**src/rtl/thermo_enc_pkg.sv**
```systemverilog
package thermo_enc_pkg;

    localparam int MIN_N = 2;
    localparam int MAX_N = 8;

    // width of the thermometer sub-word handled by tree level k
    function automatic int sub_width(input int n, input int k);
        return (1 << (n - k)) - 1;
    endfunction

    // width of the sub-word handed from level k to level k+1 (at least 1)
    function automatic int next_width(input int n, input int k);
        int w;
        w = sub_width(n, k + 1);
        return (w < 1) ? 1 : w;
    endfunction

    // bit offset of the slot that feeds level k in the packed sub-word bus
    function automatic int slot_offset(input int n, input int k);
        int acc;
        acc = 0;
        for (int j = 0; j < k; j++) begin
            acc += sub_width(n, j);
        end
        return acc;
    endfunction

    function automatic int latency(input int n, input bit pipe);
        return pipe ? n : 1;
    endfunction

endpackage

```
**src/rtl/thermo_enc_mux2.sv**
```systemverilog
module thermo_enc_mux2 (
    input  logic d1,
    input  logic d2,
    input  logic sel,
    output logic y
);
    // select high passes d1, select low passes d2
    assign y = sel ? d1 : d2;
endmodule

```
**src/rtl/thermo_enc_level.sv**
```systemverilog
module thermo_enc_level #(
    parameter int N = 8,
    parameter int K = 0
) (
    input  logic [thermo_enc_pkg::sub_width(N, K)-1:0]  sub_i,
    input  logic [N-1:0]                                bits_i,
    output logic [thermo_enc_pkg::next_width(N, K)-1:0] sub_o,
    output logic [N-1:0]                                bits_o
);
    localparam int SW  = thermo_enc_pkg::sub_width(N, K);
    localparam int NW  = thermo_enc_pkg::next_width(N, K);
    localparam int MID = SW / 2;

    logic res_bit;

    assign res_bit = sub_i[MID];

    always_comb begin
        bits_o            = bits_i;
        bits_o[N - 1 - K] = res_bit;
    end

    if (SW > 1) begin : g_fold
        for (genvar i = 0; i < NW; i++) begin : g_mux
            thermo_enc_mux2 u_mux (
                .d1  (sub_i[MID + 1 + i]),
                .d2  (sub_i[i]),
                .sel (res_bit),
                .y   (sub_o[i])
            );
        end
    end else begin : g_leaf
        assign sub_o = '0;
    end
endmodule

```
**src/rtl/thermo_enc_stage.sv**
```systemverilog
module thermo_enc_stage #(
    parameter int N   = 8,
    parameter int SW  = 1,
    parameter bit REG = 1'b1
) (
    input  logic          clk,
    input  logic          rst,
    input  logic [SW-1:0] sub_i,
    input  logic [N-1:0]  bits_i,
    input  logic          vld_i,
    output logic [SW-1:0] sub_o,
    output logic [N-1:0]  bits_o,
    output logic          vld_o
);
    typedef struct packed {
        logic [SW-1:0] sub;
        logic [N-1:0]  bits;
        logic          vld;
    } stage_t;

    stage_t st_d, st_q;

    always_comb begin
        st_d.sub  = sub_i;
        st_d.bits = bits_i;
        st_d.vld  = vld_i;
    end

    always_ff @(posedge clk) begin
        if (rst) begin
            st_q <= '0;
        end else begin
            st_q <= st_d;
        end
    end

    assign sub_o  = REG ? st_q.sub  : st_d.sub;
    assign bits_o = REG ? st_q.bits : st_d.bits;
    assign vld_o  = REG ? st_q.vld  : st_d.vld;
endmodule

```
**src/rtl/thermo_bin_encoder.sv**
```systemverilog
module thermo_bin_encoder #(
    parameter int N    = 8,
    parameter bit PIPE = 1'b1
) (
    input  logic               clk,
    input  logic               rst,
    input  logic [(2**N)-2:0]  therm_in,
    input  logic               in_valid,
    output logic [N-1:0]       bin_out,
    output logic               out_valid
);
    import thermo_enc_pkg::*;

    localparam int TOT = slot_offset(N, N) + 1;

    logic [TOT-1:0]        sub_bus;
    logic [N:0][N-1:0]     bits_bus;
    logic [N:0]            vld_bus;
    logic                  unused_tail;

    assign sub_bus[slot_offset(N, 1)-1:0] = therm_in;
    assign bits_bus[0]                    = '0;
    assign vld_bus[0]                     = in_valid;

    for (genvar k = 0; k < N; k++) begin : g_lvl
        localparam int SW  = sub_width(N, k);
        localparam int NW  = next_width(N, k);
        localparam int OFI = slot_offset(N, k);
        localparam int OFO = slot_offset(N, k + 1);
        localparam bit REG = PIPE || (k == N - 1);

        logic [NW-1:0] sub_c;
        logic [N-1:0]  bits_c;

        thermo_enc_level #(.N(N), .K(k)) u_level (
            .sub_i  (sub_bus[OFI +: SW]),
            .bits_i (bits_bus[k]),
            .sub_o  (sub_c),
            .bits_o (bits_c)
        );

        thermo_enc_stage #(.N(N), .SW(NW), .REG(REG)) u_stage (
            .clk    (clk),
            .rst    (rst),
            .sub_i  (sub_c),
            .bits_i (bits_c),
            .vld_i  (vld_bus[k]),
            .sub_o  (sub_bus[OFO +: NW]),
            .bits_o (bits_bus[k + 1]),
            .vld_o  (vld_bus[k + 1])
        );
    end

    assign unused_tail = sub_bus[TOT-1];
    assign bin_out     = bits_bus[N];
    assign out_valid   = vld_bus[N];
endmodule

```
**config.mk**
```make
export PLATFORM = sky130hd
export DESIGN_NAME = thermo_bin_encoder
export DESIGN_NICKNAME = d
export VERILOG_FILES = /design/src/rtl/thermo_enc_pkg.sv /design/src/rtl/thermo_enc_mux2.sv /design/src/rtl/thermo_enc_level.sv /design/src/rtl/thermo_enc_stage.sv /design/src/rtl/thermo_bin_encoder.sv
export SDC_FILE = /design/constraint.sdc
export NUM_CORES = 1
export LEC_CHECK = 0
export BUFFER_PORTS_ARGS = -buffer_cell sky130_fd_sc_hd__buf_2
export CORE_MARGIN = 3
export CORE_UTILIZATION = 30
export CTS_BUF_LIST = sky130_fd_sc_hd__clkbuf_16
export DETAILED_ROUTE_END_ITERATION = 7
export GPL_TIMING_DRIVEN = 0
export PLACE_DENSITY_LB_ADDON = 0.15
export SYNTH_ARGS = -nofsm -noshare
export SYNTH_HDL_FRONTEND = slang
export SYNTH_SLANG_ARGS = --single-unit
```
**constraint.sdc**
```tcl
create_clock -name clk -period 1.1 [get_ports clk]
set_input_delay 0.11 -clock clk [delete_from_list [all_inputs] [get_ports clk]]
set_output_delay 0.11 -clock clk [all_outputs]
set_load 0.05 [all_outputs]
```
==> results of run 1 <==
[power by group through the flow]
stage	logic, mW	clock network [mW]	registers [mW]
global route	3.55	9.84	11.4
detailed placement	2.23	0	11.5
finish	3.25	9.08	11.3
floorplan	1.39	0	11.4
global placement	2.22	0	11.5
CTS	3.11	9.39	11.3
[final cells by class]
class / count / area, µm²
buffer: 60 / 708
clock buffer: 29 / 726
clock inverter: 22 / 150
fill: 3043 / 17500
multi-input combinational: 538 / 4400
sequential: 291 / 5840
tap: 448 / 561
timing repair buffer: 524 / 4020
[state kept, by name (all words and copies together) (netlist names)]
register              count
g_lvl.u_stage.sub_o     247
g_lvl.u_stage.bits_o     36
g_lvl.u_stage.vld_o       8
[what timing repair did]
| action | in CTS | in global routing |
|---|---|---|
| gates cloned | 0 | 0 |
| setup endpoints to repair | 83 | 140 |
| gates resized for setup | 85 | 77 |
| setup buffers | 2 | 4 |
| hold endpoints to repair | 147 | 35 |
| hold buffers | 258 | 35 |
[critical path: stages, from the launching register on]
cell,delay [ps]
dfxtp_2,340
buf_12,170
buf_12,180
mux2i_2,260
nor2_1,80
[cell families after synthesis]
group | count (synthesis) | share of synthesized area
simple gates | 291 | 0.144
flops | 291 | 0.557
mux | 247 | 0.237
buf+inv | 68 | 0.0625
[per-stage QoR]
stage          instances  area [µm²]  power, mW  hold WS [ps]
6_report            1912       16400       23.7         -35.9
5_1_grt             1912       16400       24.8          5.93
4_1_cts             1912       16100       23.8          10.3
3_5_place_dp        1609       12300       13.7           332
3_3_place_gp        1609       12300       13.7           323
2_1_floorplan        897       10500       12.8           238
[cell usage after synthesis, drive strengths merged]
library cell  number
dfxtp            291
mux2i            247
nor2             247
buf               63
nor2b             44
clkbuf             5
[worst max path at each step]
stage | slack (ps) | start | end
after floorplan | 120 | g_lvl[2].u_stage.sub_o[15] | g_lvl[3].u_stage.sub_o[10]
after global routing | -70 | g_lvl[0].u_stage.sub_o[63] | g_lvl[1].u_stage.sub_o[4]
after CTS | -50 | g_lvl[0].u_stage.sub_o[63] | g_lvl[1].u_stage.sub_o[18]
after global placement | -250 | g_lvl[0].u_stage.sub_o[63] | g_lvl[1].u_stage.sub_o[44]
final | -40 | g_lvl[0].u_stage.sub_o[63] | g_lvl[1].u_stage.sub_o[20]
after detailed placement | -250 | g_lvl[0].u_stage.sub_o[63] | g_lvl[1].u_stage.sub_o[22]
[metal layers]
layer | track usage | vias to the layer above | share of wire
li1 | - | 4008 | -
met3 | 0.0214 | 50 | 0.032
met4 | 0.0353 | 0 | 0.021
met5 | 0 | - | 0
met2 | 0.276 | 170 | 0.52
met1 | 0.182 | 3560 | 0.42
==> flow_summary.json, run 1 <==
{
  "outcome": "complete, but fails checks",
  "violations": "hold timing, setup timing",
  "vias": 7788,
  "cts_buffer_depth": 3,
  "whs_path_depth": 3,
  "worst_pin_slew_ps": 459,
  "core_mm2": 0.0340,
  "final.setup.tns_ps": -366,
  "reg2reg_to": "g_lvl[1].u_stage.sub_o[20]",
  "crit_fanout": 10,
  "seqPwrFrac": 0.479,
  "drtAntennaViolNets": 0,
  "final_common_cell": "dfxtp_1",
  "reg2reg_slack_ps": -40,
  "grt_pass1_wl_mm": 43.4,
  "finalCriticalPeriod_ps": 1140,
  "rsz0062_at_grt": "true",
  "track_usage": 0.149,
  "gp_congestion": 0.741,
  "power.switching_mw": 5.42,
  "avgSynthCellArea_um2": 11.7,
  "synth_top_area_frac": 0.557,
  "first_global_vias": 8373,
  "grt_max_degree": 15,
  "fin_crit_sh": 1.04,
  "reg2regPathDepth": 4,
  "final_cell_mix": "dfxtp_1 (281), buf_2 (263), dlygate4sd3_1 (256)",
  "area_growth_pct": 56.9,
  "p_comb_frac": 0.137,
  "yosys.area.top_type": "dfxtp_1",
  "holdCritStartpoint": "therm_in[127]",
  "wl_mm": 28.7,
  "clock_latency_ps": 530,
  "drt_iter0_markers": 178,
  "min_to": "g_lvl[0].u_stage.sub_o[7]",
  "setup_viol": 23,
  "rows": 67,
  "ir_drop_mv": 1.09,
  "ys_types": 11,
  "cp_data_required_time_ps": 1520,
  "relSlewSlack": 0.694,
  "clock_skew_ps": 11.4,
  "reg2reg_from": "g_lvl[0].u_stage.sub_o[63]",
  "drive_above_1_share": 0.388,
  "die_x_um": 193,
  "finalHoldViolCount": 3,
  "clock.fmax_mhz": 876,
  "cts_tree": "done",
  "io_pins": 267,
  "slew_viol_final": 0,
  "yosys_warnings": 0,
  "synth_area_mm2": 0.0105,
  "io_buffers": 264,
  "h-tree-depth": 1,
  "cp.arrival_ps": 1560,
  "sw_frac_of_total": 0.229,
  "wl_per_cell_um": 15.0,
  "utilization": 0.483,
  "cts_buffers": 29,
  "clock-sinks": 291,
  "clkPwrFrac": 0.384,
  "holdWs_ps": -35.9,
  "intPower_mw": 18.2,
  "synth_seq_cells": 291,
  "crit_path_start_kind": "flop",
  "overflow": 0,
  "pwr_density_cell_mw_per_mm2": 1440,
  "dr.pass1.iters": 4,
  "synthCells": 897,
  "antenna_found_initial": 0,
  "seq_area_frac_synth": 0.557,
  "drt-vias-per-instance": 4.07,
  "drc": 0,
  "worst_hold_path_type": "input pin to flop",
  "synth.net_count": 1155,
  "finalNetCount": 1702,
  "root_buffer": "clkbuf_16",
  "initial_core_util": 0.308,
  "hpwl_mm": 19.2,
  "cap_violations": 0,
  "die_h_um": 193,
  "path_clk_slew_ps": 60,
  "die_area_mm2": 0.0371,
  "synth_top_cells_by_area": "dfxtp_1 (56%), mux2i_1 (24%), nor2_2 (7.1%), nor2_1 (4.6%), nor2b_1 (2.6%)",
  "p_leak_nw": 7.03,
  "fin_ws_ps": -41.5,
  "crit_type": "flop to flop",
  "end_kind": "flop",
  "post-place-ws_ps": -246,
  "num_antenna_cells": 0
}
No activity file was read; power rests on OpenSTA's default activity.
==> run 2: changes to the inputs <==
CORE_ASPECT_RATIO = 2   (was not set)
==> run 2 against run 1 <==
Net effect: the flow finishes with violations (setup timing); critical path depth grew 1; via count grew 2.2%; global-route usage grew 1.1 points; wire length grew 5.5%; setup slack lost 19 ps; cell count shrank 0.73%; sequential share of layout area grew 0.17 points; sequential cell count is the same; utilization shrank 0.77 points; die area grew 0.36%; register-to-register slack lost 20 ps; largest cell class unchanged; largest power group unchanged.
==> flow_summary.json, run 2 (synthesis gave the netlist of run 1 again) <==
{
  "outcome": "complete, but fails checks",
  "violations": "setup timing",
  "cts_buffer_depth": 3,
  "gp_congestion": 0.770,
  "cp_slowest_cell": "dfxtp_4",
  "place_inst": 1602,
  "initial_core_util": 0.304,
  "p_comb_frac": 0.146,
  "ir_drop_mv": 1.18,
  "p_leak_nw": 6.99,
  "root_buffer": "clkbuf_16",
  "setup_viol": 51,
  "crit_fanout": 5,
  "clock_skew_ps": 20.8,
  "wl_mm": 30.3,
  "die_area_mm2": 0.0372,
  "drc": 0,
  "rsz0062_at_grt": "true",
  "cts_buffers": 26,
  "drtAntennaViolNets": 0,
  "io_buffers": 264,
  "rows": 96,
  "num_antenna_cells": 0,
  "finalCriticalPeriod_ps": 1160,
  "fin_ws_ps": -60.3,
  "largest_reg_flops": 247,
  "antenna_found_initial": 0,
  "fill_cells": 3254,
  "cp_data_required_time_ps": 1530,
  "die_x_um": 138,
  "cap_violations": 0,
  "reg2reg_slack_ps": -60,
  "crit_path_start_kind": "flop",
  "crit_type": "flop to flop",
  "area_growth_pct": 56.3,
  "overflow": 0,
  "die_h_um": 270,
  "path_clk_slew_ps": 60,
  "worst_pin_slew_ps": 529,
  "drt_iter0_markers": 125,
  "clock_latency_ps": 540,
  "power.switching_mw": 5.35,
  "h-tree-depth": 1,
  "grt_max_degree": 15,
  "final_cell_mix": "dfxtp_1 (281), buf_2 (263), dlygate4sd3_1 (259)",
  "multi_input_area_mm2": 0.00440,
  "clock-sinks": 291,
  "seq_area_mm2": 0.00584,
  "sw_frac_of_total": 0.236,
  "clock.fmax_mhz": 862,
  "crit_top_cell": "buf_6",
  "track_usage": 0.161,
  "intPower_mw": 17.3,
  "relSlewSlack": 0.647,
  "seqPwrFrac": 0.500,
  "core_mm2": 0.0344,
  "vias": 7956,
  "clkPwrFrac": 0.354,
  "holdWs_ps": 32.1,
  "drive_above_1_share": 0.375,
  "fin_crit_sh": 1.05,
  "grt_pass1_wl_mm": 45.8,
  "worst_hold_path_type": "input pin to flop",
  "cp.arrival_ps": 1590,
  "cp_top_family": "flip-flops",
  "final_cells": 1898,
  "drt-vias-per-instance": 4.19,
  "io_pins": 267,
  "finalNetCount": 1701,
  "critical_path.max_stage_delay_ps": 380,
  "slew_viol_final": 0,
  "hpwl_mm": 21.2,
  "dr.pass1.iters": 4,
  "wl_per_cell_um": 15.9,
  "final_common_cell": "dfxtp_1",
  "cp_cell_sequence": "buf_12 -> buf_6 -> buf_6 -> mux2i_2 -> nor2_1",
  "pwr_density_cell_mw_per_mm2": 1390,
  "end_kind": "flop",
  "finalHoldViolCount": 0,
  "cts_tree": "done",
  "first_global_vias": 8826,
  "crit_buf_inv": 3
}
[run 2: changes by cell type in the layout (fill, tap and decap cells not counted), sizes merged]
| cell | before | now |
|---|---|---|
| clkbuf | 34 | 33 |
| dlygate4sd3 | 256 | 259 |
| bufinv | 2 | 0 |
| dlymetal6s4s | 2 | 1 |
| clkinv | 11 | 8 |
| buf | 321 | 319 |
| clkinvlp | 1 | 0 |
[run 2: worst reg2reg max path, delay by kind of cell (launching register included)]
kind	cells	cell delay, ps
flip-flops	1	380
buffers and inverters	3	380
multiplexers	1	220
AND/OR/NAND/NOR	1	70
[run 2: repair_timing]
item	CTS	global route
cloned	1	2
buffers inserted	3	0
hold buffers	259	30
gates resized for setup	103	54
hold endpoints to repair	148	29
endpoints found under the setup margin	96	125
pin swaps	0	1
[run 2: worst paths after layout]
check / start / to / cells after the start
setup / recovery: g_lvl[0].u_stage.sub_o[63] / g_lvl[1].u_stage.sub_o[2] / 5
hold / removal: rst / g_lvl[7].u_stage.bits_o[5] / 3
setup reg to reg: g_lvl[0].u_stage.sub_o[63] / g_lvl[1].u_stage.sub_o[2] / 5
hold reg to reg: g_lvl[3].u_stage.bits_o[7] / g_lvl[4].u_stage.bits_o[7] / 1
[run 2: through the flow]
stage	instance area, µm²	util	setup TNS [ps]	total power [mW]	setup slack [ps]
floorplan	10500	-	0	12.8	115
detailed placement	12300	0.359	-9050	13.8	-291
global route	16300	0.475	-4210	23.7	-109
global placement	12300	0.359	-9050	13.7	-287
finish	16300	0.475	-1180	22.7	-60.3
CTS	16100	0.468	-3030	22.8	-89.7
[run 2: layer usage]
layer / wire [µm] / GRT usage / vias up / part of all wire
li1: - / - / 3995 / -
met1: 9650 / 0.145 / 3676 / 0.32
met2: 18500 / 0.337 / 209 / 0.61
met3: 907 / 0.0201 / 76 / 0.030
met4: 1180 / 0.0648 / 0 / 0.039
met5: 0 / 0 / - / 0
[run 2: power by group through the flow]
| stage | sequential (mW) | combinational [mW] | clock (mW) |
|---|---|---|---|
| detailed placement | 11.5 | 2.26 | 0 |
| finish | 11.3 | 3.31 | 8.03 |
| floorplan | 11.4 | 1.39 | 0 |
| CTS | 11.3 | 3.23 | 8.30 |
| global placement | 11.5 | 2.25 | 0 |
| global route | 11.4 | 3.60 | 8.71 |
[run 2: final cells by class]
type,count,share of cell area
tap,441,0.0338
timing repair buffer,526,0.252
buffer,60,0.0431
clock buffer,26,0.0398
sequential,291,0.358
clock inverter,16,0.00490
multi-input combinational,538,0.269
==> run 3: changes to the inputs <==
ABC_AREA = 1   (was not set)
MAX_ROUTING_LAYER = met4   (was not set)
PLACE_DENSITY_LB_ADDON = not set   (was 0.15)
==> run 3 against run 2 <==
Net effect: the run still ends with setup timing left; utilization shrank 2.1 points; clock power up 13%; sequential cell count unchanged; critical endpoint is now out_valid.
==> flow_summary.json, run 3 <==
{
  "relSlewSlack": 0.760,
  "synth_edf_count": 0,
  "cp_slowest_cell": "dfxtp_2",
  "pwr_density_cell_mw_per_mm2": 1430,
  "clock.fmax_mhz": 885,
  "h-tree-depth": 1,
  "antenna_found_initial": 1,
  "synth_seq_cells": 291,
  "slew_viol_final": 0,
  "outcome": "complete, but fails checks",
  "cts_buffers": 26,
  "rsz0062_at_grt": "true",
  "drt-vias-per-instance": 4.11,
  "clock-sinks": 291,
  "synth_top_area_frac": 0.508,
  "cp_data_required_time_ps": 990,
  "synth_most_common_cell": "nor2_1",
  "root_buffer": "clkbuf_16",
  "worst_hold_path_type": "input pin to flop",
  "initial_core_util": 0.306,
  "track_usage": 0.176,
  "avgSynthCellArea_um2": 6.72,
  "clock_skew_ps": 7.99,
  "drtAntennaViolNets": 0,
  "synth_ff_type": "dfxtp_1",
  "grt_max_degree": 17,
  "finalCriticalPeriod_ps": 1130,
  "critical_path.max_stage_delay_ps": 340,
  "grt_pass1_wl_mm": 54.7,
  "synth_top_cells_by_area": "dfxtp_1 (51%), nor2_1 (18%), nand2_1 (16%), inv_1 (9.5%), buf_6 (2.5%)",
  "p_leak_nw": 8.91,
  "wl_mm": 35.9,
  "largest_reg_flops": 247,
  "die_area_mm2": 0.0408,
  "die_x_um": 144,
  "synth_area_mm2": 0.0115,
  "crit_fanout": 1,
  "path_clk_slew_ps": 70,
  "drc": 0,
  "async_reset_ff_frac": 0,
  "die_h_um": 283,
  "seq_area_frac_synth": 0.508,
  "final_cell_mix": "nor2_1 (519), nand2_1 (493), inv_1 (296)",
  "cap_violations": 0,
  "overflow": 0,
  "drt_iter0_markers": 398,
  "synth.net_count": 1966,
  "gp_congestion": 0.948,
  "final_common_cell": "nor2_1",
  "yosys_warnings": 0,
  "setup_viol": 9,
  "crit_buf_inv": 1,
  "ys_top_cells_by_count": "nor2_1 (538), nand2_1 (494), dfxtp_1 (291), inv_1 (291), buf_2 (45)",
  "area_growth_pct": 48.5,
  "yosys.area.top_type": "dfxtp_1",
  "rows": 100,
  "ys_types": 11,
  "p_total_mw": 24.3,
  "cp.arrival_ps": 1020,
  "cts_tree": "done",
  "worst_pin_slew_ps": 359,
  "synthCells": 1708,
  "crit_path_start_kind": "flop",
  "finalNetCount": 2507,
  "vias": 11200,
  "end_kind": "output pin",
  "wl_per_cell_um": 13.1,
  "utilization": 0.454,
  "io_pins": 267,
  "holdWs_ps": 7.57,
  "cts_buffer_depth": 3,
  "ir_drop_mv": 1.04,
  "violations": "setup timing",
  "fin_ws_ps": -29.8,
  "cp_cell_sequence": "buf_8",
  "drive_above_1_share": 0.186,
  "fill_cells": 3717,
  "first_global_vias": 11500,
  "fin_crit_sh": 1.03,
  "cp_top_family": "flip-flops",
  "crit_type": "flop to output pin",
  "hpwl_mm": 25.9,
  "finalHoldViolCount": 0,
  "core_mm2": 0.0375,
  "io_buffers": 264,
  "clock_latency_ps": 540,
  "dr.pass1.iters": 5
}
run 3: cell types whose count changed after synthesis, sizes merged:
cell | previous run | this run
nor2b | 44 | 0
nor2 | 247 | 538
inv | 0 | 292
mux2i | 247 | 0
nand2 | 0 | 494
clkbuf | 5 | 6
buf | 63 | 87
run 3: kinds of logic (layout without fill, tap and decap cells):
kind of cell	after synthesis	count (layout)	share of synthesized area
other	0	1	0
buffers and inverters	385	946	0.155
flip-flops	291	291	0.508
AND/OR/NAND/NOR	1032	1032	0.338
run 3: stage by stage:
step | worst slack, ps | std cells | instance area [µm²] | TNS, ps
after floorplan | 148 | 1708 | 11500 | 0
after global placement | -391 | 2431 | 13400 | -13640
after detailed placement | -353 | 2431 | 13400 | -14260
after CTS | -41.4 | 2727 | 16900 | -346
after global routing | -62.2 | 2729 | 17000 | -411
final | -29.8 | 2729 | 17000 | -115
run 3: timing repair:
action                     CTS  global route
hold buffers               255             0
gates resized for setup     63            39
hold endpoints to repair   132             0
pin swaps                    0             3
cloned                       0             2
setup endpoints to repair  108           110
buffers inserted             1             0
run 3: cell type report:
class,count,area (µm²),share of cell area
Antenna cell,1,2.50,0.000147
Buffer,84,708,0.0415
Clock buffer,27,676,0.0396
Clock inverter,21,185,0.0109
Inverter,292,1100,0.0646
Multi-Input combinational cell,1032,3920,0.230
Sequential cell,291,5840,0.343
Tap cell,459,574,0.0337
Timing Repair Buffer,522,4030,0.237
run 3: metal layers:
metal | global-route usage | part of all wire | vias up
li1 | - | - | 5860
met1 | 0.157 | 0.34 | 4857
met2 | 0.343 | 0.55 | 346
met3 | 0.0176 | 0.033 | 156
met4 | 0.110 | 0.068 | 0
met5 | - | 0 | -
run 3: worst paths after layout:
check,startpoint,to,slack [ps],depth (start not counted)
max reg2reg,g_lvl[1].u_stage.sub_o[31],g_lvl[2].u_stage.sub_o[12],30,4
min,therm_in[131],g_lvl[0].u_stage.sub_o[3],8,5
min reg2reg,g_lvl[6].u_stage.bits_o[3],g_lvl[7].u_stage.bits_o[3],400,2
max,g_lvl[7].u_stage.vld_o,out_valid,-30,1
run 3: report_power, final:
part	leakage (nW)	internal, mW	switching (mW)	total (mW)
clock network	0.430	5.17	3.89	9.06
logic	6.06	1.89	1.87	3.77
registers	2.41	11.3	0.226	11.5
total	8.91	18.3	5.99	24.3
